`src/rtl/supv_pkg.sv`:
```
package supv_pkg;
  typedef enum logic [1:0] {
    ST_WAIT  = 2'd0,
    ST_LATCH = 2'd1,
    ST_RUN   = 2'd2,
    ST_DONE  = 2'd3
  } seq_st_e;

  localparam int DUR_CODES = 4;
  localparam logic [1:0] SENSE_LO_CODE = 2'd1;
  localparam logic [1:0] SENSE_HI_CODE = 2'd3;
endpackage

```
`src/rtl/supv_cfg_latch.sv`:
```
module supv_cfg_latch
  import supv_pkg::*;
#(
  parameter int BO_W   = 3,
  parameter int FREQ_W = 3,
  parameter int TMR_W  = 8,
  parameter int DUR_C0 = 1,
  parameter int DUR_C1 = 10,
  parameter int DUR_C2 = 100,
  parameter int DUR_C3 = 200,
  localparam int FUSE_W = 4 + FREQ_W + BO_W
) (
  input  logic              clk,
  input  logic              rst_n,
  input  logic              cap_en,
  input  logic [FUSE_W-1:0] fuse,
  input  logic              sense,
  output logic [BO_W-1:0]   bo_sel,
  output logic [FREQ_W-1:0] freq,
  output logic              clk1_on,
  output logic [TMR_W-1:0]  dur_lim
);
  localparam int DUR_TAB [DUR_CODES] = '{DUR_C0, DUR_C1, DUR_C2, DUR_C3};

  logic [1:0]        code_d, code_q;
  logic [BO_W-1:0]   bo_q;
  logic [FREQ_W-1:0] freq_q;
  logic              c1_q;
  logic [TMR_W-1:0]  lim_tab [DUR_CODES];

  always_comb begin
    if (fuse[0]) code_d = sense ? SENSE_HI_CODE : SENSE_LO_CODE;
    else         code_d = fuse[2:1];
  end

  always_ff @(posedge clk or negedge rst_n) begin
    if (!rst_n) begin
      code_q <= '0;
      bo_q   <= '0;
      freq_q <= '0;
      c1_q   <= 1'b0;
    end else if (cap_en) begin
      code_q <= code_d;
      c1_q   <= fuse[3];
      freq_q <= fuse[4 +: FREQ_W];
      bo_q   <= fuse[4+FREQ_W +: BO_W];
    end
  end

  for (genvar g = 0; g < DUR_CODES; g++) begin : g_lim
    assign lim_tab[g] = TMR_W'(DUR_TAB[g]);
  end

  assign dur_lim = lim_tab[code_q];
  assign bo_sel  = bo_q;
  assign freq    = freq_q;
  assign clk1_on = c1_q;
endmodule

```
`src/rtl/supv_ms_timer.sv`:
```
module supv_ms_timer #(
  parameter int TMR_W = 8
) (
  input  logic             clk,
  input  logic             rst_n,
  input  logic             clr,
  input  logic             tick,
  input  logic [TMR_W-1:0] end_cnt,
  output logic [TMR_W-1:0] cnt,
  output logic             at_end
);
  logic [TMR_W-1:0] cnt_d, cnt_q;
  logic             cnt_en;

  assign at_end = (cnt_q >= end_cnt);
  assign cnt_en = clr | (tick & ~at_end);

  always_comb begin
    if (clr) cnt_d = '0;
    else     cnt_d = cnt_q + TMR_W'(1);
  end

  always_ff @(posedge clk or negedge rst_n) begin
    if (!rst_n)      cnt_q <= '0;
    else if (cnt_en) cnt_q <= cnt_d;
  end

  assign cnt = cnt_q;
endmodule

```
`src/rtl/supv_seq_fsm.sv`:
```
module supv_seq_fsm
  import supv_pkg::*;
(
  input  logic    clk,
  input  logic    rst_n,
  input  logic    vbo_ok,
  input  logic    at_end,
  output seq_st_e state,
  output logic    cap_en,
  output logic    tmr_clr
);
  seq_st_e st_d, st_q;

  always_comb begin
    st_d = st_q;
    unique case (st_q)
      ST_WAIT:  if (vbo_ok) st_d = ST_LATCH;
      ST_LATCH: st_d = vbo_ok ? ST_RUN : ST_WAIT;
      ST_RUN: begin
        if (!vbo_ok)     st_d = ST_WAIT;
        else if (at_end) st_d = ST_DONE;
      end
      ST_DONE:  st_d = ST_DONE;
      default:  st_d = ST_WAIT;
    endcase
  end

  always_ff @(posedge clk or negedge rst_n) begin
    if (!rst_n) st_q <= ST_WAIT;
    else        st_q <= st_d;
  end

  assign state   = st_q;
  assign cap_en  = (st_q == ST_LATCH);
  assign tmr_clr = (st_q != ST_RUN);
endmodule

```
`src/rtl/supv_startup_seq.sv`:
```
module supv_startup_seq
  import supv_pkg::*;
#(
  parameter int BO_W     = 3,
  parameter int FREQ_W   = 3,
  parameter int CLKEN_MS = 4,
  parameter int DUR_C0   = 1,
  parameter int DUR_C1   = 10,
  parameter int DUR_C2   = 100,
  parameter int DUR_C3   = 200,
  localparam int FUSE_W  = 4 + FREQ_W + BO_W,
  localparam int MAX_A   = (DUR_C0 > DUR_C1) ? DUR_C0 : DUR_C1,
  localparam int MAX_B   = (DUR_C2 > DUR_C3) ? DUR_C2 : DUR_C3,
  localparam int MAX_C   = (MAX_A > MAX_B) ? MAX_A : MAX_B,
  localparam int MAX_ALL = (MAX_C > CLKEN_MS) ? MAX_C : CLKEN_MS,
  localparam int TMR_W   = $clog2(MAX_ALL + 1)
) (
  input  logic              clk,
  input  logic              rst_n,
  input  logic              vbo_ok,
  input  logic [FUSE_W-1:0] fuse_word,
  input  logic              sense_pin,
  input  logic              ms_tick,
  output logic              rst_out_n,
  output logic              clk0_en,
  output logic              clk1_en,
  output logic [FREQ_W-1:0] clk0_freq,
  output logic [BO_W-1:0]   bo_sel,
  output logic              bbk_en,
  output logic              periph_dis
);
  localparam logic [TMR_W-1:0] CLKEN_CNT = TMR_W'(CLKEN_MS);

  logic [1:0]       rs_q;
  logic             core_rst_n;
  seq_st_e          state;
  logic             cap_en, tmr_clr, at_end, clk1_on;
  logic [TMR_W-1:0] cnt, dur_lim, end_cnt;
  logic             in_run, in_done, released, clk_on;

  always_ff @(posedge clk or negedge rst_n) begin
    if (!rst_n) rs_q <= 2'b00;
    else        rs_q <= {rs_q[0], 1'b1};
  end
  assign core_rst_n = rs_q[1];

  supv_seq_fsm u_fsm (
    .clk     (clk),
    .rst_n   (core_rst_n),
    .vbo_ok  (vbo_ok),
    .at_end  (at_end),
    .state   (state),
    .cap_en  (cap_en),
    .tmr_clr (tmr_clr)
  );

  supv_cfg_latch #(
    .BO_W   (BO_W),
    .FREQ_W (FREQ_W),
    .TMR_W  (TMR_W),
    .DUR_C0 (DUR_C0),
    .DUR_C1 (DUR_C1),
    .DUR_C2 (DUR_C2),
    .DUR_C3 (DUR_C3)
  ) u_cfg (
    .clk     (clk),
    .rst_n   (core_rst_n),
    .cap_en  (cap_en),
    .fuse    (fuse_word),
    .sense   (sense_pin),
    .bo_sel  (bo_sel),
    .freq    (clk0_freq),
    .clk1_on (clk1_on),
    .dur_lim (dur_lim)
  );

  assign end_cnt = (dur_lim > CLKEN_CNT) ? dur_lim : CLKEN_CNT;

  supv_ms_timer #(.TMR_W(TMR_W)) u_tmr (
    .clk     (clk),
    .rst_n   (core_rst_n),
    .clr     (tmr_clr),
    .tick    (ms_tick),
    .end_cnt (end_cnt),
    .cnt     (cnt),
    .at_end  (at_end)
  );

  assign in_run   = (state == ST_RUN);
  assign in_done  = (state == ST_DONE);
  assign released = in_done | (in_run & (cnt >= dur_lim));
  assign clk_on   = in_done | (in_run & (cnt >= CLKEN_CNT));

  assign rst_out_n  = released;
  assign bbk_en     = released;
  assign clk0_en    = clk_on;
  assign clk1_en    = clk_on & clk1_on;
  assign periph_dis = ~in_done;
endmodule

```
`config.mk`:
```
export PLATFORM = sky130hd
export DESIGN_NAME = supv_startup_seq
export DESIGN_NICKNAME = d
export VERILOG_FILES = /design/src/rtl/supv_pkg.sv /design/src/rtl/supv_cfg_latch.sv /design/src/rtl/supv_ms_timer.sv /design/src/rtl/supv_seq_fsm.sv /design/src/rtl/supv_startup_seq.sv
export SDC_FILE = /design/constraint.sdc
export NUM_CORES = 1
export LEC_CHECK = 0
export ABC_CLOCK_PERIOD_IN_PS = 2100
export BUFFER_PORTS_ARGS = -buffer_cell sky130_fd_sc_hd__buf_4
export CAP_MARGIN = 15
export CELL_PAD_IN_SITES_DETAIL_PLACEMENT = 1
export CELL_PAD_IN_SITES_GLOBAL_PLACEMENT = 1
export CORE_MARGIN = 1
export CORE_UTILIZATION = 29
export DETAILED_ROUTE_END_ITERATION = 8
export PLACE_DENSITY = 0.6
export SLEW_MARGIN = 30
export SYNTH_ARGS = -nofsm -noshare
export SYNTH_HDL_FRONTEND = slang
export SYNTH_SLANG_ARGS = --single-unit
```
`constraint.sdc`:
```
create_clock -name clk -period 2.1 [get_ports clk]
set_clock_uncertainty 0.2 [all_clocks]
set_input_delay 0.315 -clock clk [delete_from_list [all_inputs] [get_ports clk]]
set_output_delay 0.315 -clock clk [all_outputs]
set_load 0.1 [all_outputs]
```
==> run_results.csv <==
group,metric,value,unit
final_layout,insertedDiodeCount,0,
place,pre_cts_ws,-0.262,ns
global_route,antenna_found_initial,0,
place,place_area,0.00165,mm2
outcome,violations_in_the_final_reports,"negative setup slack",
logic_synthesis,yosysSeqAreaShare,42.3,%
final_layout,sequential_cell_area,528,um2
power,power_leakage,0.868,nW
sta,max_transition_viols_final,0,
setup_path,r2r_start,"u_cfg.code_q[0]$_DFFE_PN0N_",
final_layout,area_growth,66.2,%
floorplan,fp-row-count,23,
setup_path,timing.critical_path.arrival,2.01,ns
clock_network,cts.sink_count,21,
routing,routed_wirelength,3950,um
logic_synthesis,synth_seq_cells,21,
power,pwr-share-seq,20.7,%
setup_path,timing.critical_path.mode_cell,"sky130_fd_sc_hd__a21oi_4",
setup_path,worst_setup_path_start_kind,"register",
routing,total_number_of_vias,1094,
logic_synthesis,synth.largest_area_cell,"sky130_fd_sc_hd__dfrtp_1",
clock_network,tritoncts.num_buffers,3,
final_layout,num-fill-cells,423,
logic_synthesis,synthArstFlopShare,100,%
logic_synthesis,synth_area_leaders,"sky130_fd_sc_hd__dfrtp_1, sky130_fd_sc_hd__ha_1, sky130_fd_sc_hd__mux2_2",
sta,max_slew_margin,66.1,%
global_route,global_route_wire_length_before_repair,5840,um
power,netSwitchingPower,1.66,mW
sta,hold_viol,0,
place,detailed_place_hpwl,2460,um
place,placement.io_buffers,25,
clock_network,tritoncts_clock_tree,"yes",
floorplan,floorplan.initialDensity,30.7,%
clock_network,clkSlewWorstSetupHoldPaths,0.09,ns
floorplan,io_pins,26,
worst_hold_path,hp-class,"register to async pin",
run,max_cap_violations,0,
floorplan,die_x,67.5,um
logic_synthesis,synth_commonest_cells,"sky130_fd_sc_hd__dfrtp_1, sky130_fd_sc_hd__ha_1, sky130_fd_sc_hd__nand2_1, sky130_fd_sc_hd__nor2_1, sky130_fd_sc_hd__a21oi_1",
sta,timing.fmax,396,MHz
setup_path,crit_path_max_incr_delay,0.46,ns
routing,dr.pass1.iters,4,
floorplan,floorplan.core_area,0.00406,mm2
sta,setup_viol_count_final,11,
clock_network,cts_htree_levels,1,
global_route,first_global_vias,1182,
setup_path,crit_path_end_kind,"output port",
clock_network,clk_path_buf_depth,2,
outcome,run_status,"complete, but fails checks",
logic_synthesis,post_synth.cell_area_avg,10.3,um2
routing,routed_via_density,4.88,
logic_synthesis,synth.top_cell.area_share,42.3,%
setup_path,critical_path_required,1.58,ns
setup_path,worst_setup_path_startpoint,"u_cfg.code_q[0]$_DFFE_PN0N_",
final_layout,nNetsFinal,202,
power,power.combinational.fraction,70.0,%
routing,avgRoutedWirePerCell,17.6,um
global_route,grt_start_max_net_pins,20,
logic_synthesis,synthCells,121,
setup_path,cp_cell_sequence,"inv_2, nand2_4, ha_4, a21oi_4, o21ai_4, o31ai_4, a21oi_4, buf_12",
global_route,gr-usage-all-layers,18.0,%
setup_path,path_class,"register to output port",
floorplan,fp.dieArea,0.00455,mm2
logic_synthesis,synth.cell_area,0.00124,mm2
sta,tightest_slew,0.508,ns
sta,grt_setup_unrepaired,"yes",
routing,drc,0,
final_layout,multi_input_area,943,um2
sta,worst_slack,-0.424,ns
floorplan,die_y,67.5,um
power,power_density_normalized_to_cell_area,1480,mW/mm2
setup_path,cp_max_stage_cell,"sky130_fd_sc_hd__dfrtp_2",
power,cell_internal_pwr,1.40,mW
final_layout,final_cell_area,0.00207,mm2
place,gpl.final_weighted_congestion,0.735,
logic_synthesis,synth_fp_nets,148,
logic_synthesis,syn_warnings,0,
setup_path,timing.critical_path.fanout_max,6,
sta,min_period_over_period,120,%
routing,drt_first_iter_violations,47,
logic_synthesis,post-synth-top-count-cell,"sky130_fd_sc_hd__dfrtp_1",
power,share_clk_of_total_power,9.2,%
power,switching_share,54.1,%
power,vdd_drop_max,0.777,mV
sta,final.min_clock_period,2.52,ns
clock_network,root_buffer,"sky130_fd_sc_hd__clkbuf_8",
logic_synthesis,ys.flop_type,"sky130_fd_sc_hd__dfrtp_1",
routing,ant_nets,0,
logic_synthesis,synth-edff-count,0,
global_route,global_route.overflow_total,0,
final_layout,post_route_cells_drive_above_1_share,56.9,%
clock_network,clk_latency,0.27,ns
logic_synthesis,synth.lib_cells_used.distinct,32,
==> cell type report <==
class | count | share of cell area (%)
Timing Repair Buffer | 54 | 22.3
Sequential cell | 21 | 25.5
Clock buffer | 3 | 2.00
Multi-Input combinational cell | 88 | 45.6
Clock inverter | 1 | 0.242
Tap cell | 50 | 3.03
Inverter | 7 | 1.27
==> path summary, 6_finish.rpt <==
path                                                  end  slack, ns  cells after the start
worst max-delay path                               bbk_en      -0.42                      8
worst min-delay path             u_tmr.cnt[4]$_DFFE_PN0P_    0.00007                      1
worst max register to register   u_tmr.cnt[5]$_DFFE_PN0P_      -0.18                     10
worst min register to register   u_tmr.cnt[4]$_DFFE_PN0P_    0.00007                      1
max in group asynchronous               rs_q[1]$_DFF_PN0_       1.46                      2
min in group clk                u_cfg.freq[1]$_DFFE_PN0N_       0.08                      2
==> through the flow <==
step	cells	setup TNS, ns	hold slack [ns]	util (%)	total power, mW
3_5_place_dp	207	-1.75	-0.102	40.6	2.36
2_1_floorplan	121	-0.921	-0.181	-	1.99
5_1_grt	224	-2.92	0.0508	50.9	3.22
6_report	224	-2.05	0.0000719	50.9	3.06
3_3_place_gp	207	-0.979	-0.103	40.6	2.32
4_1_cts	217	-1.50	0.0120	48.2	2.92
==> flip-flops by register name (all words and copies together), names as in the netlist <==
name,cells
u_cfg.freq,3
u_cfg.code_q,2
u_cfg.bo_sel,3
u_cfg.clk1_on,1
u_fsm.state,2
rs_q,2
u_tmr.cnt,8
==> critical path: cells and delay by family, from the launching register on <==
kind,cells,cell delay [ns]
compound gates,4,0.61
simple gates,1,0.07
fa+ha+maj,1,0.28
buf+inv,2,0.30
flops,1,0.46
==> what timing repair did <==
| item | in CTS | in global routing |
|---|---|---|
| buffers inserted | 5 | 9 |
| resized for setup | 40 | 11 |
| hold buffers | 1 | 0 |
| endpoints found under the setup margin | 12 | 13 |
| pin swaps | 14 | 15 |
| endpoints found under the hold margin | 2 | 0 |
==> power groups by stage <==
| stage | Combinational, mW | Clock (mW) | Sequential [mW] |
|---|---|---|---|
| 2_1_floorplan | 0.941 | 0 | 1.05 |
| 3_3_place_gp | 1.71 | 0 | 0.614 |
| 3_5_place_dp | 1.73 | 0 | 0.625 |
| 4_1_cts | 2.00 | 0.287 | 0.634 |
| 5_1_grt | 2.26 | 0.307 | 0.649 |
| 6_report | 2.14 | 0.283 | 0.635 |
==> cell families after synthesis <==
kind of cell	count (synthesis)	synth area share, %
AND/OR/NAND/NOR	32	12.3
buffers and inverters	12	3.92
flip-flops	21	42.3
AO/OA/AOI/OAI	25	15.2
other	2	0.604
XOR/XNOR	7	4.93
multiplexers	9	7.95
adder cells (fa/ha/maj)	13	12.9
==> metal layers <==
metal | part of all wire [%] | vias to the layer above | global-route usage [%]
li1 | - | 530 | -
met1 | 42 | 550 | 21.8
met2 | 55 | 9 | 31.9
met3 | 1.5 | 5 | 3.55
met4 | 0.91 | 0 | 5.32
met5 | 0 | - | 0
==> layout by cell type, fill, tap and decap left out, types with 2 or more instances in the layout <==
master                      synthesis  final
sky130_fd_sc_hd__a2111oi_4          0      3
sky130_fd_sc_hd__a211oi_2           0      2
sky130_fd_sc_hd__a21oi_1            8      3
sky130_fd_sc_hd__a21oi_4            0      4
sky130_fd_sc_hd__buf_12             0      3
sky130_fd_sc_hd__buf_4              1     46
sky130_fd_sc_hd__buf_6              0      4
sky130_fd_sc_hd__clkbuf_8           0      3
sky130_fd_sc_hd__conb_1             2      2
sky130_fd_sc_hd__dfrtp_1           21     19
sky130_fd_sc_hd__dfrtp_2            0      2
sky130_fd_sc_hd__ha_1              12      7
sky130_fd_sc_hd__ha_4               0      5
sky130_fd_sc_hd__inv_1              7      5
sky130_fd_sc_hd__inv_2              0      2
sky130_fd_sc_hd__mux2_2             7      7
sky130_fd_sc_hd__mux2i_1            2      2
sky130_fd_sc_hd__nand2_1            9      6
sky130_fd_sc_hd__nand2_2            0      2
sky130_fd_sc_hd__nand2b_1           3      3
sky130_fd_sc_hd__nand3_1            2      2
sky130_fd_sc_hd__nor2_1             9      8
sky130_fd_sc_hd__nor2b_1            2      2
sky130_fd_sc_hd__nor3_1             3      2
sky130_fd_sc_hd__o21ai_1            1      2
sky130_fd_sc_hd__xnor2_1            7      5
sky130_fd_sc_hd__xnor2_2            0      2
Power figures use the tool's default switching activity.
